$ cat src/rtl/fifo_adapter_regs_pkg.sv
package fifo_adapter_regs_pkg;

  localparam int REG_W    = 16;
  localparam int CNT_W    = 24;
  localparam int CNT_LO_W = 16;
  localparam int CNT_HI_W = CNT_W - CNT_LO_W;
  localparam int LINES    = 6;

  localparam logic [3:0] ADR_SENSE  = 4'h1;
  localparam logic [3:0] ADR_IDENT  = 4'h3;
  localparam logic [3:0] ADR_STATUS = 4'h7;
  localparam logic [3:0] ADR_ACK    = 4'h9;
  localparam logic [3:0] ADR_CNT_LO = 4'hA;
  localparam logic [3:0] ADR_CNT_HI = 4'hB;

  localparam logic [4:0]       SENSE_TAG = 5'b11001;
  localparam logic [REG_W-1:0] ACK_WORD  = 16'h0010;

  typedef struct packed {
    logic       half;
    logic       aef;
    logic       pend_seen;
    logic       attn_lvl;
    logic       zero;
    logic       line5;
    logic       line4;
    logic       line3;
    logic       pctl;
    logic       pflg;
    logic       out_rdy;
    logic       in_rdy;
    logic       hend;
    logic [2:0] line_lo;
  } status_t;

  function automatic logic [REG_W-1:0] id_word(input logic [2:0] rev);
    id_word = {5'b00000, rev, 8'h20};
  endfunction

  function automatic logic [REG_W-1:0] sense_word(input logic en, input logic req);
    sense_word = {8'h00, SENSE_TAG, en, 1'b0, req};
  endfunction

  function automatic logic [REG_W-1:0] hi_word(input logic [CNT_HI_W-1:0] hi);
    hi_word = {hi, 8'h00};
  endfunction

endpackage

$ cat src/rtl/sig_sync.sv
module sig_sync #(
  parameter int W      = 2,
  parameter int STAGES = 2
) (
  input  logic         clk,
  input  logic         rst_n,
  input  logic [W-1:0] d,
  output logic [W-1:0] q
);
  logic [STAGES-1:0][W-1:0] pipe;

  always_ff @(posedge clk) begin
    if (!rst_n) begin
      pipe <= '0;
    end else begin
      pipe[0] <= d;
      for (int i = 1; i < STAGES; i++) pipe[i] <= pipe[i-1];
    end
  end

  assign q = pipe[STAGES-1];
endmodule

$ cat src/rtl/xfer_counter.sv
module xfer_counter
  import fifo_adapter_regs_pkg::*;
(
  input  logic                clk,
  input  logic                rst_n,
  input  logic                clr,
  input  logic                ld_lo,
  input  logic [CNT_LO_W-1:0] lo_val,
  input  logic                ld_hi,
  input  logic [CNT_HI_W-1:0] hi_val,
  input  logic                dec,
  output logic [CNT_W-1:0]    count,
  output logic                zero
);
  function automatic logic [CNT_W-1:0] step_down(input logic [CNT_W-1:0] c);
    step_down = (c == '0) ? c : c - 1'b1;
  endfunction

  logic any_load;
  assign any_load = ld_lo | ld_hi;

  always_ff @(posedge clk) begin
    if (!rst_n) begin
      count <= '0;
    end else if (clr) begin
      count <= '0;
    end else if (any_load) begin
      if (ld_lo) count[CNT_LO_W-1:0]     <= lo_val;
      if (ld_hi) count[CNT_W-1:CNT_LO_W] <= hi_val;
    end else if (dec) begin
      count <= step_down(count);
    end
  end

  assign zero = (count == '0);

  a_r3_step_down: assert property (@(posedge clk) disable iff (!rst_n)
    (dec && !clr && !any_load && !zero) |=> (count == $past(count) - 1'b1));
  a_r3_floor: assert property (@(posedge clk) disable iff (!rst_n)
    (zero && !any_load) |=> zero);
  a_r4_clear_now: assert property (@(posedge clk) disable iff (!rst_n)
    clr |=> zero);
  a_r4_write_beats_dec: assert property (@(posedge clk) disable iff (!rst_n)
    (ld_lo && !clr) |=> (count[CNT_LO_W-1:0] == $past(lo_val)));
endmodule

$ cat src/rtl/attn_irq.sv
module attn_irq (
  input  logic clk,
  input  logic rst_n,
  input  logic attn_s,
  input  logic irq_en,
  input  logic ack_rd,
  output logic attn_rise,
  output logic arq
);
  logic attn_prev;

  always_ff @(posedge clk) begin
    if (!rst_n) attn_prev <= 1'b0;
    else        attn_prev <= attn_s;
  end

  assign attn_rise = attn_s & ~attn_prev;

  // A new event in the acknowledge cycle wins, so no edge is lost.
  always_ff @(posedge clk) begin
    if (!rst_n)                   arq <= 1'b0;
    else if (attn_rise && irq_en) arq <= 1'b1;
    else if (ack_rd)              arq <= 1'b0;
  end

  a_r10_hold: assert property (@(posedge clk) disable iff (!rst_n)
    (arq && !ack_rd) |=> arq);
  a_r10_no_spurious: assert property (@(posedge clk) disable iff (!rst_n)
    (!arq && !(attn_rise && irq_en)) |=> !arq);
  a_r11_ack_clears: assert property (@(posedge clk) disable iff (!rst_n)
    (ack_rd && !(attn_rise && irq_en)) |=> !arq);
endmodule

$ cat src/rtl/line_mux.sv
module line_mux
  import fifo_adapter_regs_pkg::*;
(
  input  logic [LINES-1:0] ctl_bits,
  input  logic             opt_en,
  input  logic             pdir,
  input  logic             hend,
  input  logic [LINES-1:0] ext_sts,
  input  logic             pend_rec,
  input  logic             pend_s,
  input  logic             irq_en,
  input  logic             attn_s,
  output logic [LINES-1:0] ctl_lines,
  output logic [LINES-1:0] sts_lines
);
  always_comb begin
    ctl_lines = ctl_bits;
    if (opt_en) ctl_lines[5:4] = {pdir, hend};
  end

  always_comb begin
    sts_lines = ext_sts;
    if (pend_rec) sts_lines[4] = pend_s;
    if (irq_en)   sts_lines[5] = attn_s;
  end
endmodule

$ cat src/rtl/fifo_adapter_regs.sv
module fifo_adapter_regs
  import fifo_adapter_regs_pkg::*;
#(
  parameter int         SYNC_STAGES = 2,
  parameter logic [2:0] REVISION    = 3'd1
) (
  input  logic             clk,
  input  logic             rst_n,
  input  logic             bus_wr,
  input  logic             bus_rd,
  input  logic [3:0]       bus_addr,
  input  logic [REG_W-1:0] bus_wdata,
  output logic [REG_W-1:0] bus_rdata,
  input  logic             xfer_pulse,
  input  logic             fifo_half,
  input  logic             fifo_aef,
  input  logic             fifo_or,
  input  logic             fifo_ir,
  input  logic             hs_pctl,
  input  logic             hs_pflg,
  input  logic             hs_pdir,
  input  logic             hs_hend,
  input  logic             ext_pend,
  input  logic             ext_attn,
  input  logic [LINES-1:0] ext_sts,
  output logic [LINES-1:0] ctl_lines,
  output logic [LINES-1:0] sts_lines,
  output logic [2:0]       hs_mode,
  output logic             pflg_low_true,
  output logic             irq_req,
  output logic             cnt_zero,
  output logic             fifo_clear,
  output logic             dev_clear,
  output logic             dev_enable
);
  // Named access events, used by the logic and by the assertions.
  logic wr_sense, wr_status, wr_lo, wr_hi, ack_rd;
  assign wr_sense  = bus_wr && (bus_addr == ADR_SENSE);
  assign wr_status = bus_wr && (bus_addr == ADR_STATUS);
  assign wr_lo     = bus_wr && (bus_addr == ADR_CNT_LO);
  assign wr_hi     = bus_wr && (bus_addr == ADR_CNT_HI);
  assign ack_rd    = bus_rd && (bus_addr == ADR_ACK);

  logic cnt_clr, pend_rst;
  assign cnt_clr  = wr_hi && bus_wdata[5];
  assign pend_rst = wr_hi && bus_wdata[4];

  // Configuration state
  logic [LINES-1:0] ctl_bits;
  logic             opt_en, pend_rec, irq_en;

  always_ff @(posedge clk) begin
    if (!rst_n) begin
      ctl_bits      <= '0;
      opt_en        <= 1'b1;
      pend_rec      <= 1'b0;
      pflg_low_true <= 1'b0;
      fifo_clear    <= 1'b0;
    end else begin
      fifo_clear <= wr_status && bus_wdata[4];
      if (wr_status) begin
        ctl_bits      <= {bus_wdata[10:8], bus_wdata[2:0]};
        pend_rec      <= bus_wdata[7];
        opt_en        <= bus_wdata[6];
        pflg_low_true <= bus_wdata[5];
      end
    end
  end

  always_ff @(posedge clk) begin
    if (!rst_n) begin
      irq_en     <= 1'b0;
      dev_enable <= 1'b0;
      dev_clear  <= 1'b0;
    end else begin
      dev_clear <= wr_sense && bus_wdata[5];
      if (wr_sense) begin
        dev_enable <= bus_wdata[4];
        if (bus_wdata[0])      irq_en <= 1'b0;
        else if (bus_wdata[1]) irq_en <= 1'b1;
      end
    end
  end

  always_ff @(posedge clk) begin
    if (!rst_n)     hs_mode <= 3'd0;
    else if (wr_hi) hs_mode <= bus_wdata[2:0];
  end

  // Asynchronous line synchronization
  logic attn_s, pend_s;
  sig_sync #(.W(2), .STAGES(SYNC_STAGES)) u_sync (
    .clk  (clk),
    .rst_n(rst_n),
    .d    ({ext_attn, ext_pend}),
    .q    ({attn_s, pend_s})
  );

  // Latched peripheral end event
  logic pend_prev, pend_rise, pend_seen;
  assign pend_rise = pend_s & ~pend_prev;

  always_ff @(posedge clk) begin
    if (!rst_n) begin
      pend_prev <= 1'b0;
      pend_seen <= 1'b0;
    end else begin
      pend_prev <= pend_s;
      if (pend_rise && pend_rec) pend_seen <= 1'b1;
      else if (pend_rst)         pend_seen <= 1'b0;
    end
  end

  // Transfer counter
  logic [CNT_W-1:0] count;
  xfer_counter u_cnt (
    .clk   (clk),
    .rst_n (rst_n),
    .clr   (cnt_clr),
    .ld_lo (wr_lo),
    .lo_val(bus_wdata),
    .ld_hi (wr_hi),
    .hi_val(bus_wdata[15:8]),
    .dec   (xfer_pulse),
    .count (count),
    .zero  (cnt_zero)
  );

  // Interrupt request
  logic attn_rise;
  attn_irq u_irq (
    .clk      (clk),
    .rst_n    (rst_n),
    .attn_s   (attn_s),
    .irq_en   (irq_en),
    .ack_rd   (ack_rd),
    .attn_rise(attn_rise),
    .arq      (irq_req)
  );

  // Line multiplexing
  line_mux u_lines (
    .ctl_bits (ctl_bits),
    .opt_en   (opt_en),
    .pdir     (hs_pdir),
    .hend     (hs_hend),
    .ext_sts  (ext_sts),
    .pend_rec (pend_rec),
    .pend_s   (pend_s),
    .irq_en   (irq_en),
    .attn_s   (attn_s),
    .ctl_lines(ctl_lines),
    .sts_lines(sts_lines)
  );

  // Packed status word
  status_t st;
  always_comb begin
    st.half      = fifo_half;
    st.aef       = fifo_aef;
    st.pend_seen = pend_seen;
    st.attn_lvl  = attn_s;
    st.zero      = cnt_zero;
    st.line5     = sts_lines[5];
    st.line4     = sts_lines[4];
    st.line3     = ext_sts[3];
    st.pctl      = hs_pctl;
    st.pflg      = hs_pflg;
    st.out_rdy   = fifo_or;
    st.in_rdy    = fifo_ir;
    st.hend      = hs_hend;
    st.line_lo   = ext_sts[2:0];
  end

  // Read multiplexer
  always_comb begin
    bus_rdata = '0;
    if (bus_rd) begin
      case (bus_addr)
        ADR_SENSE:  bus_rdata = sense_word(irq_en, irq_req);
        ADR_IDENT:  bus_rdata = id_word(REVISION);
        ADR_STATUS: bus_rdata = st;
        ADR_ACK:    bus_rdata = ACK_WORD;
        ADR_CNT_LO: bus_rdata = count[CNT_LO_W-1:0];
        ADR_CNT_HI: bus_rdata = hi_word(count[CNT_W-1:CNT_LO_W]);
        default:    bus_rdata = '0;
      endcase
    end
  end

  a_r2_hi_low_byte_zero: assert property (@(posedge clk) disable iff (!rst_n)
    (bus_rd && bus_addr == ADR_CNT_HI) |-> (bus_rdata[7:0] == 8'h00));
  a_r9_disable_wins: assert property (@(posedge clk) disable iff (!rst_n)
    (wr_sense && bus_wdata[0]) |=> !irq_en);
  a_r13_pend_reset: assert property (@(posedge clk) disable iff (!rst_n)
    (pend_rst && !(pend_rise && pend_rec)) |=> !pend_seen);
  a_r13_clear_pulse: assert property (@(posedge clk) disable iff (!rst_n)
    fifo_clear |-> $past(wr_status && bus_wdata[4]));
  a_r5_mode_load: assert property (@(posedge clk) disable iff (!rst_n)
    wr_hi |=> (hs_mode == $past(bus_wdata[2:0])));
endmodule

$ cat config.mk
export PLATFORM = sky130hd
export DESIGN_NAME = fifo_adapter_regs
export DESIGN_NICKNAME = d
export VERILOG_FILES = /design/src/rtl/fifo_adapter_regs_pkg.sv /design/src/rtl/sig_sync.sv /design/src/rtl/xfer_counter.sv /design/src/rtl/attn_irq.sv /design/src/rtl/line_mux.sv /design/src/rtl/fifo_adapter_regs.sv
export SDC_FILE = /design/constraint.sdc
export NUM_CORES = 1
export LEC_CHECK = 0
export BUFFER_PORTS_ARGS = -buffer_cell sky130_fd_sc_hd__buf_2
export CORE_AREA = 3 3 84 86
export DETAILED_ROUTE_END_ITERATION = 12
export DIE_AREA = 0 0 87 89
export PLACE_DENSITY = 0.69
export SLEW_MARGIN = 20
export SYNTH_ARGS = -nofsm -noshare
export SYNTH_HDL_FRONTEND = slang
export SYNTH_SLANG_ARGS = --single-unit
$ cat constraint.sdc
create_clock -name clk -period 2.8 [get_ports clk]
set_input_delay 0.28 -clock clk [delete_from_list [all_inputs] [get_ports clk]]
set_output_delay 0.28 -clock clk [all_outputs]
set_load 0.005 [all_outputs]
After elaboration in Yosys (flattened, before gate mapping):

Cells that the tools add are included.

* reduce and logical (&&, ||, !) cells: 20
* muxes and demuxes: 16
* magnitude comparators: 0
* eq/ne operators: 9
* multiply operators: 0
* add/sub/neg operators: 1
* div/mod/pow operators: 0
* bitwise operators: 6
* shift-type cells: 0

Operator list (number)
* one-hot mux 16 bit (6 select lines): 1
* two-way mux 24 bit: 3
* two-way mux 16 bit: 2
* zero test 24 bit: 1
* subtractor 24 x 1 -> 24 bit (second input constant): 1
* equality test 4 bit (second input constant): 3
* logical AND 1 bit: 11
* two-way mux 1 bit: 8
* two-way mux 8 bit: 1
* nonzero test 2 bit: 4
* != test 2 x 1 -> 1 bit (second input constant): 3
* AND reduction 3 bit: 2
* equality test 4 x 1 -> 1 bit (second input constant): 1
* equality test 4 x 2 -> 1 bit (second input constant): 1
* equality test 4 x 3 -> 1 bit (second input constant): 1
* inverter 1 bit: 3
* bitwise AND 1 bit: 2
* two-way mux 2 bit: 1
* AND reduction 2 bit: 1
* OR reduction 2 bit: 1
* bitwise OR 1 bit: 1

* input bits: 41
* ROM bits: 0
* bits in latches: 0
* logic and storage cells: 69
* bits in writable memories: 0
* register bits after elaboration: 48
* memories: 0

Longest topological paths before layout:

Gate-level depths: netlist of the first run.

* word-level depth: 5
* gate-level depth with buffers: 9
* gate-level depth less buffers: 8

Hierarchy:

A second synthesis of the first run with hierarchy kept.

* cell total of the unflattened synthesis: 369
* area total of the unflattened synthesis: 3014.1 um^2

Modules (own cells, without submodules)
* xfer_counter: instances 1, area each 1542.7 um^2, seq. area each 480.5 um^2, cells each 193
* fifo_adapter_regs: instances 1, area each 1167.4 um^2, seq. area each 360.3 um^2, cells each 148
* sig_sync: instances 1, area each 120.1 um^2, seq. area each 80.1 um^2, cells each 10
* line_mux: instances 1, area each 105.1 um^2, seq. area each 0.0 um^2, cells each 12
* attn_irq: instances 1, area each 78.8 um^2, seq. area each 40.0 um^2, cells each 6

Least setup slack after synthesis of the first run:

OpenSTA, ideal clock, no wires.

* path kind: register -> register
* start: register u_cnt.count[14]
* end: register u_cnt.count[2]
* slack: 439 ps
* period minus slack after synthesis: 2361 ps
* arrival time: 2242 ps
* cell stages (with the launch flop): 9
* library setup time: 119 ps
* data required time: 2681 ps
* buffers on the path: 2
* cells stage by stage: dfxtp_1 -> buf_2 -> or4_1 -> or4_4 -> o21a_1 -> buf_6 -> a21oi_1 -> a31oi_1 -> o221a_2

* cells in the longest elaborated chain, start to end: 3

RTL lines
* from (decl): RTL line xfer_counter.sv:12 `output logic [CNT_W-1:0] count,`
* from (signal, indexed assignment): RTL line xfer_counter.sv:28 `if (ld_lo) count[CNT_LO_W-1:0] <= lo_val;`
* from (signal, indexed assignment): RTL line xfer_counter.sv:29 `if (ld_hi) count[CNT_W-1:CNT_LO_W] <= hi_val;`
* from (signal assigned): RTL line xfer_counter.sv:31 `count <= step_down(count);`
* zero test 24 bit: RTL line xfer_counter.sv:16 `step_down = (c == '0) ? c : c - 1'b1;`
* != test 2 x 1 -> 1 bit (no line)
* AND reduction 3 bit (no line)

No other way between the ends.
A chain may end at the register's enable or synchronous reset.

Worst setup path after layout of the first run:

* start: register u_cnt.count[16]
* end: output bus_rdata[11]

* cells in the longest elaborated chain, start to end: 3

RTL lines
* zero test 24 bit: RTL line xfer_counter.sv:35 `assign zero = (count == '0);`
* one-hot mux 16 bit (6 select lines): RTL line fifo_adapter_regs.sv:179 `case (bus_addr)`
* two-way mux 16 bit: RTL line fifo_adapter_regs.sv:178 `if (bus_rd) begin`
* to (decl): RTL line fifo_adapter_regs.sv:13 `output logic [REG_W-1:0] bus_rdata,`

No other way between the ends.

==> reports/summary.txt, run 1 <==
Status: finished clean
VDD IR max: 0.0003737 V
GRT Resource Usage Total: 24.93%
Final WL: 9797 um
Global-route wire length before repair: 15,280 um
Critical Path End Type: primary output
RSZ-0062 raised after global routing: false
Die ar.: 7743 um^2
Leak: 0.001404 uW
Vias: 3,294
Clock root buffer: clkbuf_8
CTS tree: built
Number of global-route vias before repair: 2,944
Register area share after synthesis: 33.39%
Yosys cell types: 58
GRT overflow: 0
Startpoint types: register
Synth Register Bits: 48
Measured slew at the worst slew-check pin: 0.6073 ns
Fmax: 373.9 MHz
Hold Buf Count CTS: 0
Clock Skew: 0.006128 ns
Net count after synthesis: 422
Clk buf depth: 2
I/O Buffers: 77
Core Box Area: 6350 um^2
Worst-Skew Late Latency: 0.30 ns
Ports: 78
CP Class: reg2out
Relative slew margins: 59.37%
Die Ht: 89 um
CP max FO: 6
CP Data Arrival Time: 2.39 ns
Fin cells: 526
CTS clk-pin slew, worst paths: 0.09 ns
Ys async rst share: 0%
Total power draw: 3109 uW
Mean post-synth cell area: 7.593 um^2
Share of layout cells above drive strength 1: 26.28%
Vias per cell: 6.262
Initial antenna violation count: 0
Hold Fails Final Rpt: 0
Min Tclk post-route: 2.675 ns
Largest stage delay, worst path: 0.61 ns
Slowest CP cell: or4_1
Final Cycle Share: 95.53%
Final setup fails: 0
Fin. max-slew vios: 0
Layout Nets: 492
Synth-to-Final Area Change: 19.35%
Cells after Synth: 379
Power per cell area: 905.3 nW/um^2
Drt drc: 0
Dpl hpwl: 7360 um
DR WL/cell: 18.63 um
Yosys top cell by area: dfxtp_1
Num rows: 29
Post-CTS setup buffers: 0
Gpl congestion: 1.030
Fin area: 3435 um^2
N_diodes: 0
Cts bufs inserted: 5
Clock Sinks: 48
Yosys top cell area share: 33.39%
Placed cell count: 519
Syn Std Cell Area: 2878 um^2
Fin util: 54.09%
Bufs and invs on worst path: 1
Initial drt markers: 439
Starting Density: 45.32%
Worst Path Required: 2.52 ns
Setup_tns: 0 ns
Post-DP Area: 3341 um^2
Max cap viols: 0
Synth Flop Type: dfxtp_1
Top cells by area, synth: dfxtp_1, nand2_1, nor2_1
Pin count of the biggest net entering global routing: 29
Final ANT Viol Nets: 0
Fillcell total: 625
Crit-path leading delay family: simple AND/OR/NAND/NOR gates
Post-synth EDFFs: 0
Die width: 87 um
Post_cts resized: 0
CTS H-tree lvls: 2
Synth warnings: 0
HP Class: in2reg
Worst path cell trace: or4_1, or4_4, nor2_2, nand2_1, a21oi_1, buf_2
Drt first pass iters: 9
[layout make-up]
type	instances	area, um^2	area share, %
Multi-Input combinational cell	286	1705	49.65
Timing Repair Buffer	98	543.0	15.81
Clock buffer	6	82.58	2.404
Sequential cell	48	960.9	27.98
Clock inverter	1	8.758	0.2550
Inverter	10	37.54	1.093
Tap cell	77	96.34	2.805
[worst paths after layout]
| path | startpoint | end | slack, ns | cells after the start |
|---|---|---|---|---|
| hold / removal | ext_attn | u_sync.pipe[1] | 0.18 | 2 |
| setup reg to reg | u_cnt.count[16] | u_cnt.count[20] | 0.16 | 6 |
| hold reg to reg | u_sync.pipe[1] | u_sync.q[1] | 0.44 | 1 |
| setup / recovery | u_cnt.count[16] | bus_rdata[11] | 0.13 | 6 |
[logic make-up after synthesis]
family                   Yosys count  share of synthesized area (%)
buffers and inverters             45                          7.435
AND/OR/NAND/NOR                  169                          29.39
AO/OA/AOI/OAI                    111                          27.39
adder cells (fa/ha/maj)            2                         0.8694
multiplexers                       4                          1.522
flip-flops                        48                          33.39
[routing by layer]
metal | up-vias | wire length (um) | share of wire (%) | global-route usage (%)
li1 | 1535 | - | - | -
met3 | 31 | 1006 | 10 | 3.502
met1 | 1514 | 4144 | 42 | 35.43
met4 | 0 | 256 | 2.6 | 7.082
met2 | 214 | 4390 | 45 | 39.41
met5 | - | 0 | 0 | 0
[sequential cells by signal, indices dropped and copies added, names as in the netlist, 2 cells and up]
name	flops
hs_mode	3
u_sync.pipe	2
ctl_bits	6
u_sync.q	2
u_cnt.count	24
[metrics by stage]
step           setup WS, ns  hold slack (ns)
2_1_floorplan        0.4390           0.4041
3_3_place_gp         0.2434           0.4175
3_5_place_dp         0.2150           0.4268
4_1_cts             0.07892           0.1772
5_1_grt             0.02376           0.1746
6_report             0.1252           0.1769
[power by group]
part	switching [uW]	leakage [uW]	total, uW	internal [uW]
combinational	983	0.000965	1640	659
sequential	204	0.000391	1030	828
clock	238	0.0000473	435	197
total	1420	0.00140	3110	1680
[layout by cell type (no fill, tap or decap), types with 5 or more instances in the layout]
cell type / count
a21boi_0: 13
a21oi_1: 21
a221oi_1: 5
a222oi_1: 8
a31oi_1: 5
a32o_1: 6
and2_1: 9
buf_2: 77
buf_4: 21
clkbuf_8: 6
dfxtp_1: 48
inv_1: 10
nand2_1: 62
nand3_1: 11
nor2_1: 33
nor2b_1: 5
nor3_1: 12
nor4_1: 7
o21ai_0: 21
o22ai_1: 5
[synth_stat cells, types with 2 or more instances]
| cell | n |
|---|---|
| and4b_1 | 3 |
| nand4_1 | 4 |
| nand3b_1 | 3 |
| o21ai_0 | 21 |
| o31ai_1 | 2 |
| and2_1 | 9 |
| nor4_1 | 7 |
| a31oi_1 | 5 |
| nor3_1 | 12 |
| a21oi_1 | 21 |
| buf_4 | 9 |
| or4_1 | 4 |
| a21boi_0 | 13 |
| ha_1 | 2 |
| dfxtp_1 | 48 |
| clkbuf_1 | 20 |
| a22oi_1 | 4 |
| a32oi_1 | 3 |
| nor4b_1 | 2 |
| mux2_2 | 3 |
| buf_2 | 3 |
| o211ai_1 | 2 |
| nor2b_1 | 5 |
| nand3_1 | 11 |
| and3_1 | 4 |
| nand4b_1 | 2 |
| o22ai_1 | 5 |
| buf_1 | 2 |
| a221oi_1 | 5 |
| nor2_1 | 34 |
| a222oi_1 | 8 |
| a32o_1 | 6 |
| nand2_1 | 62 |
| o41ai_1 | 2 |
| inv_1 | 10 |
[worst reg2reg max path, cell delays in order, from the launching register on]
cell	delay, ns
dfxtp_1	0.38
or4_1	0.61
or4_4	0.55
o21a_1	0.38
a21oi_2	0.31
a21oi_1	0.06
o2111a_1	0.24
Power figures use the tool's default switching activity.
==> inputs of run 2 (changes only) <==
Settings changed: BUFFER_PORTS_ARGS -buffer_cell sky130_fd_sc_hd__buf_2 to unset, DONT_BUFFER_PORTS set to 1, PLACE_DENSITY 0.69 to unset.
==> run 2 against run 1 <==
Critical endpoint unchanged. Utilization is 5.7 points lower. Fmax is 1.8% lower. Clock skew is 0.012 ns higher. Register-to-register slack hardly changed. Non-clock buffer count is 72 lower. Hold slack worse by 0.13 ns. Largest power group unchanged. Worst setup slack worse by 0.050 ns. Global-route usage is 0.34 points lower. Design area is 10% lower. Wire length is 1.8% lower. Total power is 0.98% lower.
==> reports/summary.txt, run 2 (same netlist as run 1, synthesis figures left out) <==
Most flop-heavy register: u_cnt.count
Worst Path Required: 2.52 ns (about the same)
I/O Buffers: 0 (-100%)
Synth-to-Final Area Change: 6.826%
Max cap viols: 0 (unchanged)
Post_cts resized: 0 (unchanged)
Fin area: 3074 um^2 (-10%)
VDD IR max: 0.0003553 V (-4.9%)
Leading registers by flop count: u_cnt.count (24), ctl_bits (6), hs_mode (3)
Share of layout cells above drive strength 1: 11.94% (-14 points)
CP max FO: 6 (unchanged)
Clk buf depth: 2 (unchanged)
Comb pwr share: 54.0% (+1.2 points)
Most frequent cells in the layout: nand2_1, dfxtp_1, nor2_1
Die ar.: 7743 um^2 (unchanged)
Vias per cell: 6.623 (+5.8%)
Hold Path Stages: 1 (-1)
Number of global-route vias before repair: 2,650 (-10%)
CTS tree: built
Die width: 87 um (unchanged)
RSZ-0062 raised after global routing: false
Cts bufs inserted: 5 (unchanged)
Status: finished clean
Worst Setup SP: u_cnt.count[16]
Pre-CTS WS: 0.1893 ns (-0.02577 ns)
Largest stage delay, worst path: 0.63 ns (+0.02 ns)
CTS clk-pin slew, worst paths: 0.09 ns (about the same)
Die Ht: 89 um (unchanged)
Setup slack, reg-to-reg: 0.15 ns (about the same)
Fmax: 367.1 MHz (-1.8%)
Seq pwr share: 32.5% (-0.7 points)
Setup_tns: 0 ns (unchanged)
CTS H-tree lvls: 2 (unchanged)
Dpl hpwl: 7414 um (+0.73%)
Met3 Use GR: 5.253% (+1.8 points)
Measured slew at the worst slew-check pin: 0.6196 ns (+0.01239 ns)
Core Box Area: 6350 um^2 (unchanged)
Setup ws final: 0.07558 ns (-0.04960 ns)
Worst-Skew Late Latency: 0.32 ns (+0.02 ns)
Commonest non-fill, non-tap cell in the layout: nand2_1
Fin. max-slew vios: 0 (unchanged)
Reg2reg end: u_cnt.count[20]
Met1 usage: 33.87% (-1.6 points)
Global-route wire length before repair: 14,670 um (-4.0%)
R2r worst-path depth: 6 (unchanged)
Critical Path End Type: primary output
Post-CTS setup buffers: 0 (unchanged)
RR Startpoint: u_cnt.count[16]
Min Tclk post-route: 2.724 ns (+0.04960 ns)
CP Data Arrival Time: 2.44 ns (+0.05 ns)
Final WL: 9623 um (-1.8%)
Power per cell area: 1002 nW/um^2 (+11%)
Final setup fails: 0 (unchanged)
GR peak layer: met2
Post-DP Area: 2993 um^2 (-10%)
Worst path cell trace: or4_1, or4_4, nor2_1, nand2_1, a21oi_1
Fillcell total: 645 (+3.2%)
DR WL/cell: 21.20 um (+14%)
CP Depth: 5 (-1)
Initial drt markers: 376 (-14%)
Startpoint types: register
Initial antenna violation count: 0 (unchanged)
Leak: 0.001072 uW (-24%)
GRT overflow: 0 (unchanged)
Gpl congestion: 0.9494 (-7.8%)
N_diodes: 0 (unchanged)
Clock share of power: 13.5% (-0.5 points)
Clock Skew: 0.01843 ns (+0.01230 ns)
Switching part of the total power: 45.92% (+0.11 points)
Internal power: 1665 uW (-1.2%)
Crit-path leading delay family: simple AND/OR/NAND/NOR gates
Layout Nets: 420 (-15%)
Worst Setup EP: bus_rdata[11]
Slowest CP cell: or4_1
Vias: 3,007 (-8.7%)
Pin count of the biggest net entering global routing: 29 (unchanged)
Drt drc: 0 (unchanged)
CP Class: reg2out
Final ANT Viol Nets: 0 (unchanged)
Psw: 1414 uW (-0.74%)
Flip-flop count of the largest register after layout: 24 (unchanged)
Hold Buf Count CTS: 0 (unchanged)
Starting Density: 45.32% (unchanged)
HP Class: in2reg
Drt first pass iters: 5 (-4)
GRT Resource Usage Total: 24.59% (-0.34 points)
Final Cycle Share: 97.30% (+1.8 points)
Clock Sinks: 48 (unchanged)
Hold Fails Final Rpt: 0 (unchanged)
M2 GR Usage: 38.30% (-1.1 points)
Relative slew margins: 58.31% (-1.1 points)
Bufs and invs on worst path: 0 (-1)
Ports: 78 (unchanged)
Num rows: 29 (unchanged)
Clock root buffer: clkbuf_8
==> run 2: changes by cell type in the layout (fill, tap and decap cells not counted), sizes merged <==
cell	change
buf	-72
clkbuf	-1
clkinvlp	+1
==> run 2: metrics by stage <==
| step | util (%) | total power [uW] | hold WS, ns | std cells |
|---|---|---|---|---|
| floorplan | - | 2124 | 0.4041 | 379 |
| global placement | 47.13 | 2625 | 0.3553 | 447 |
| detailed placement | 47.13 | 2613 | 0.3606 | 447 |
| CTS | 48.41 | 3022 | 0.04231 | 454 |
| global route | 48.41 | 3256 | 0.03416 | 454 |
| finish | 48.41 | 3079 | 0.04243 | 454 |
==> run 2: area by class of cell <==
class,instances,area [um^2],share of cell area (%)
inverters,10,37.54,1.221
repair buffers,26,195.2,6.349
clock buffers,5,68.82,2.239
clock inverters,2,12.51,0.4070
flip-flops and latches,48,960.9,31.26
well taps,77,96.34,3.134
multi-input cells,286,1703,55.39
==> run 2: worst min path at each step <==
| stage | slack (ns) | start | to |
|---|---|---|---|
| 3_5_place_dp | 0.36 | rst_n | opt_en |
| 5_1_grt | 0.03 | rst_n | opt_en |
| 2_1_floorplan | 0.40 | bus_wdata[6] | opt_en |
| 4_1_cts | 0.04 | rst_n | opt_en |
| 3_3_place_gp | 0.36 | rst_n | opt_en |
| 6_report | 0.04 | rst_n | opt_en |
==> run 2: power by group through the flow <==
stage	Sequential (uW)	Clock (uW)	Combinational, uW
after floorplan	961	0	1160
after global placement	1010	0	1620
after detailed placement	1010	0	1610
after CTS	991	417	1610
after global routing	1020	445	1790
final	1000	415	1660
==> run 2: routing by layer <==
layer	up-vias	wire, um	share of wire, %
li1	1389	-	-
met1	1421	4198	44
met2	183	4359	45
met3	14	884	9.2
met4	0	180	1.9
met5	-	0	0
==> inputs of run 3 (changes only) <==
Settings changed: CORE_AREA 3 3 84 86 to 3 3 78 80, DIE_AREA 0 0 87 89 to 0 0 81 83, PLACE_DENSITY set to 0.67, SLEW_MARGIN 20 to unset.
==> run 3 against run 2 <==
Final cell count fell by 2.0%. Hold slack got worse by 0.0035 ns. Critical path depth did not move. Worst setup slack improved by 0.039 ns. Clock skew fell by 0.010 ns. Sequential share of layout area fell by 0.11 points. Sequential cell count did not move. Utilization rose by 8.0 points. Global-route usage rose by 2.7 points. Clock-buffer cell count did not move. Critical path type unchanged.
==> reports/summary.txt, run 3 (same netlist as run 1, synthesis figures left out) <==
Status: finished clean
Core Box Area: 5473 um^2 (-14%)
Worst Setup SP: u_cnt.count[16]
HP Class: in2reg
RSZ-0062 raised after global routing: false
Most flop-heavy register: u_cnt.count
Routed met1 length: 4124 um (-1.8%)
Worst Setup EP: bus_rdata[11]
Final setup fails: 0 (unchanged)
Hold Buf Count CTS: 0 (unchanged)
Gpl congestion: 0.9567 (+0.77%)
Final ANT Viol Nets: 0 (unchanged)
CP max FO: 6 (unchanged)
Pin count of the biggest net entering global routing: 29 (unchanged)
Dpl hpwl: 6963 um (-6.1%)
Leak: 0.001075 uW (+0.27%)
Drt first pass iters: 7 (+2)
Synth-to-Final Area Change: 7.217%
GRT overflow: 0 (unchanged)
Number of global-route vias before repair: 2,659 (+0.34%)
DR WL/cell: 20.91 um (-1.3%)
Die width: 81 um (-6.9%)
Final Cycle Share: 95.92% (-1.4 points)
Ports: 78 (unchanged)
Most frequent cells in the layout: nand2_1, dfxtp_1, nor2_1
Die ar.: 6723 um^2 (-13%)
R2r worst-path depth: 6 (unchanged)
WL met3: 1045 um (+18%)
Flip-flop count of the largest register after layout: 24 (unchanged)
Max layer used: met4
Worst-Skew Late Latency: 0.31 ns (about the same)
Power per cell area: 1046 nW/um^2 (+4.4%)
Worst Path Required: 2.52 ns (about the same)
VDD IR max: 0.0004539 V (+28%)
Layout Nets: 416 (-0.95%)
Commonest non-fill, non-tap cell in the layout: nand2_1
Die Ht: 83 um (-6.7%)
Clock root buffer: clkbuf_8
Initial antenna violation count: 0 (unchanged)
Drt drc: 0 (unchanged)
Slowest CP cell: or4_1
Fin. max-slew vios: 0 (unchanged)
Met2 WL: 4058 um (-6.9%)
Measured slew at the worst slew-check pin: 0.9466 ns (+0.3270 ns)
Max cap viols: 0 (unchanged)
Final WL: 9307 um (-3.3%)
Num rows: 27 (-6.9%)
RR Startpoint: u_cnt.count[16]
Hold Fails Final Rpt: 0 (unchanged)
CP Data Arrival Time: 2.41 ns (-0.03 ns)
Cts bufs inserted: 5 (unchanged)
Setup_tns: 0 ns (unchanged)
I/O Buffers: 0 (unchanged)
CTS H-tree lvls: 2 (unchanged)
Critical Path End Type: primary output
Relative slew margins: 36.00% (-22 points)
Leading registers by flop count: u_cnt.count (24), ctl_bits (6), hs_mode (3)
Setup slack, reg-to-reg: 0.18 ns (+0.03 ns)
N_diodes: 0 (unchanged)
Post-CTS setup buffers: 0 (unchanged)
Startpoint types: register
Starting Density: 52.58% (+7.3 points)
Fmax: 372.3 MHz (+1.4%)
Clk buf depth: 2 (unchanged)
Largest stage delay, worst path: 0.62 ns (about the same)
Initial drt markers: 404 (+7.4%)
Reg2reg end: u_cnt.count[20]
Post_cts resized: 0 (unchanged)
Min Tclk post-route: 2.686 ns (-0.03859 ns)
Clock Sinks: 48 (unchanged)
Hold Path Stages: 1 (unchanged)
CTS tree: built
Share of layout cells above drive strength 1: 10.99% (-0.94 points)
Worst path cell trace: or4_1, or4_4, nor2_1, nand2_1, a21oi_1
CTS clk-pin slew, worst paths: 0.09 ns (about the same)
CP Class: reg2out
Vias per cell: 6.665 (+0.63%)
Fin area: 3085 um^2 (+0.37%)
Post-DP Area: 2957 um^2 (-1.2%)
Vias: 2,966 (-1.4%)
Clock Skew: 0.008410 ns (-0.01002 ns)
GRT Resource Usage Total: 27.32% (+2.7 points)
Global-route wire length before repair: 14,380 um (-2.0%)
-- run 3: layout make-up --
cell class	count	area [um^2]
clock buffers	5	68.82
clock inverters	2	60.06
fillers	542	2387
inverters	10	37.54
multi-input cells	286	1703
flip-flops and latches	48	960.9
well taps	72	90.09
repair buffers	22	165.2
-- run 3: worst min-delay path by stage --
stage	start	end
6_report	rst_n	opt_en
5_1_grt	rst_n	opt_en
4_1_cts	rst_n	opt_en
3_5_place_dp	rst_n	opt_en
3_3_place_gp	rst_n	opt_en
2_1_floorplan	bus_wdata[6]	opt_en
-- run 3: per-layer routing --
metal / track usage (%) / up-vias
li1: - / 1387
met1: 39.45 / 1385
met2: 41.60 / 187
met3: 5.965 / 7
met4: 5.530 / 0
met5: 0 / -
-- run 3: worst max-delay path, delay by kind of cell, from the launching register on --
family | cells | cell delay (ns)
and+or+nand+nor | 4 | 1.54
AOI/OAI and AO/OA | 1 | 0.21
DFF | 1 | 0.36
-- run 3: power by group --
part	internal [uW]	switching, uW	total, uW
combinational	642	963	1600
clock	352	244	596
sequential	828	198	1030
-- run 3: metrics by stage --
step	setup WS [ns]	instances	power, uW	hold WS [ns]	utilization [%]
3_5_place_dp	0.2470	438	2577	0.3569	54.02
6_report	0.1142	445	3227	0.03898	56.38
3_3_place_gp	0.2954	438	2591	0.3550	54.02
5_1_grt	0.04480	445	3435	0.03061	56.38
2_1_floorplan	0.4390	379	2124	0.4041	-
4_1_cts	0.1371	445	3170	0.03710	56.38
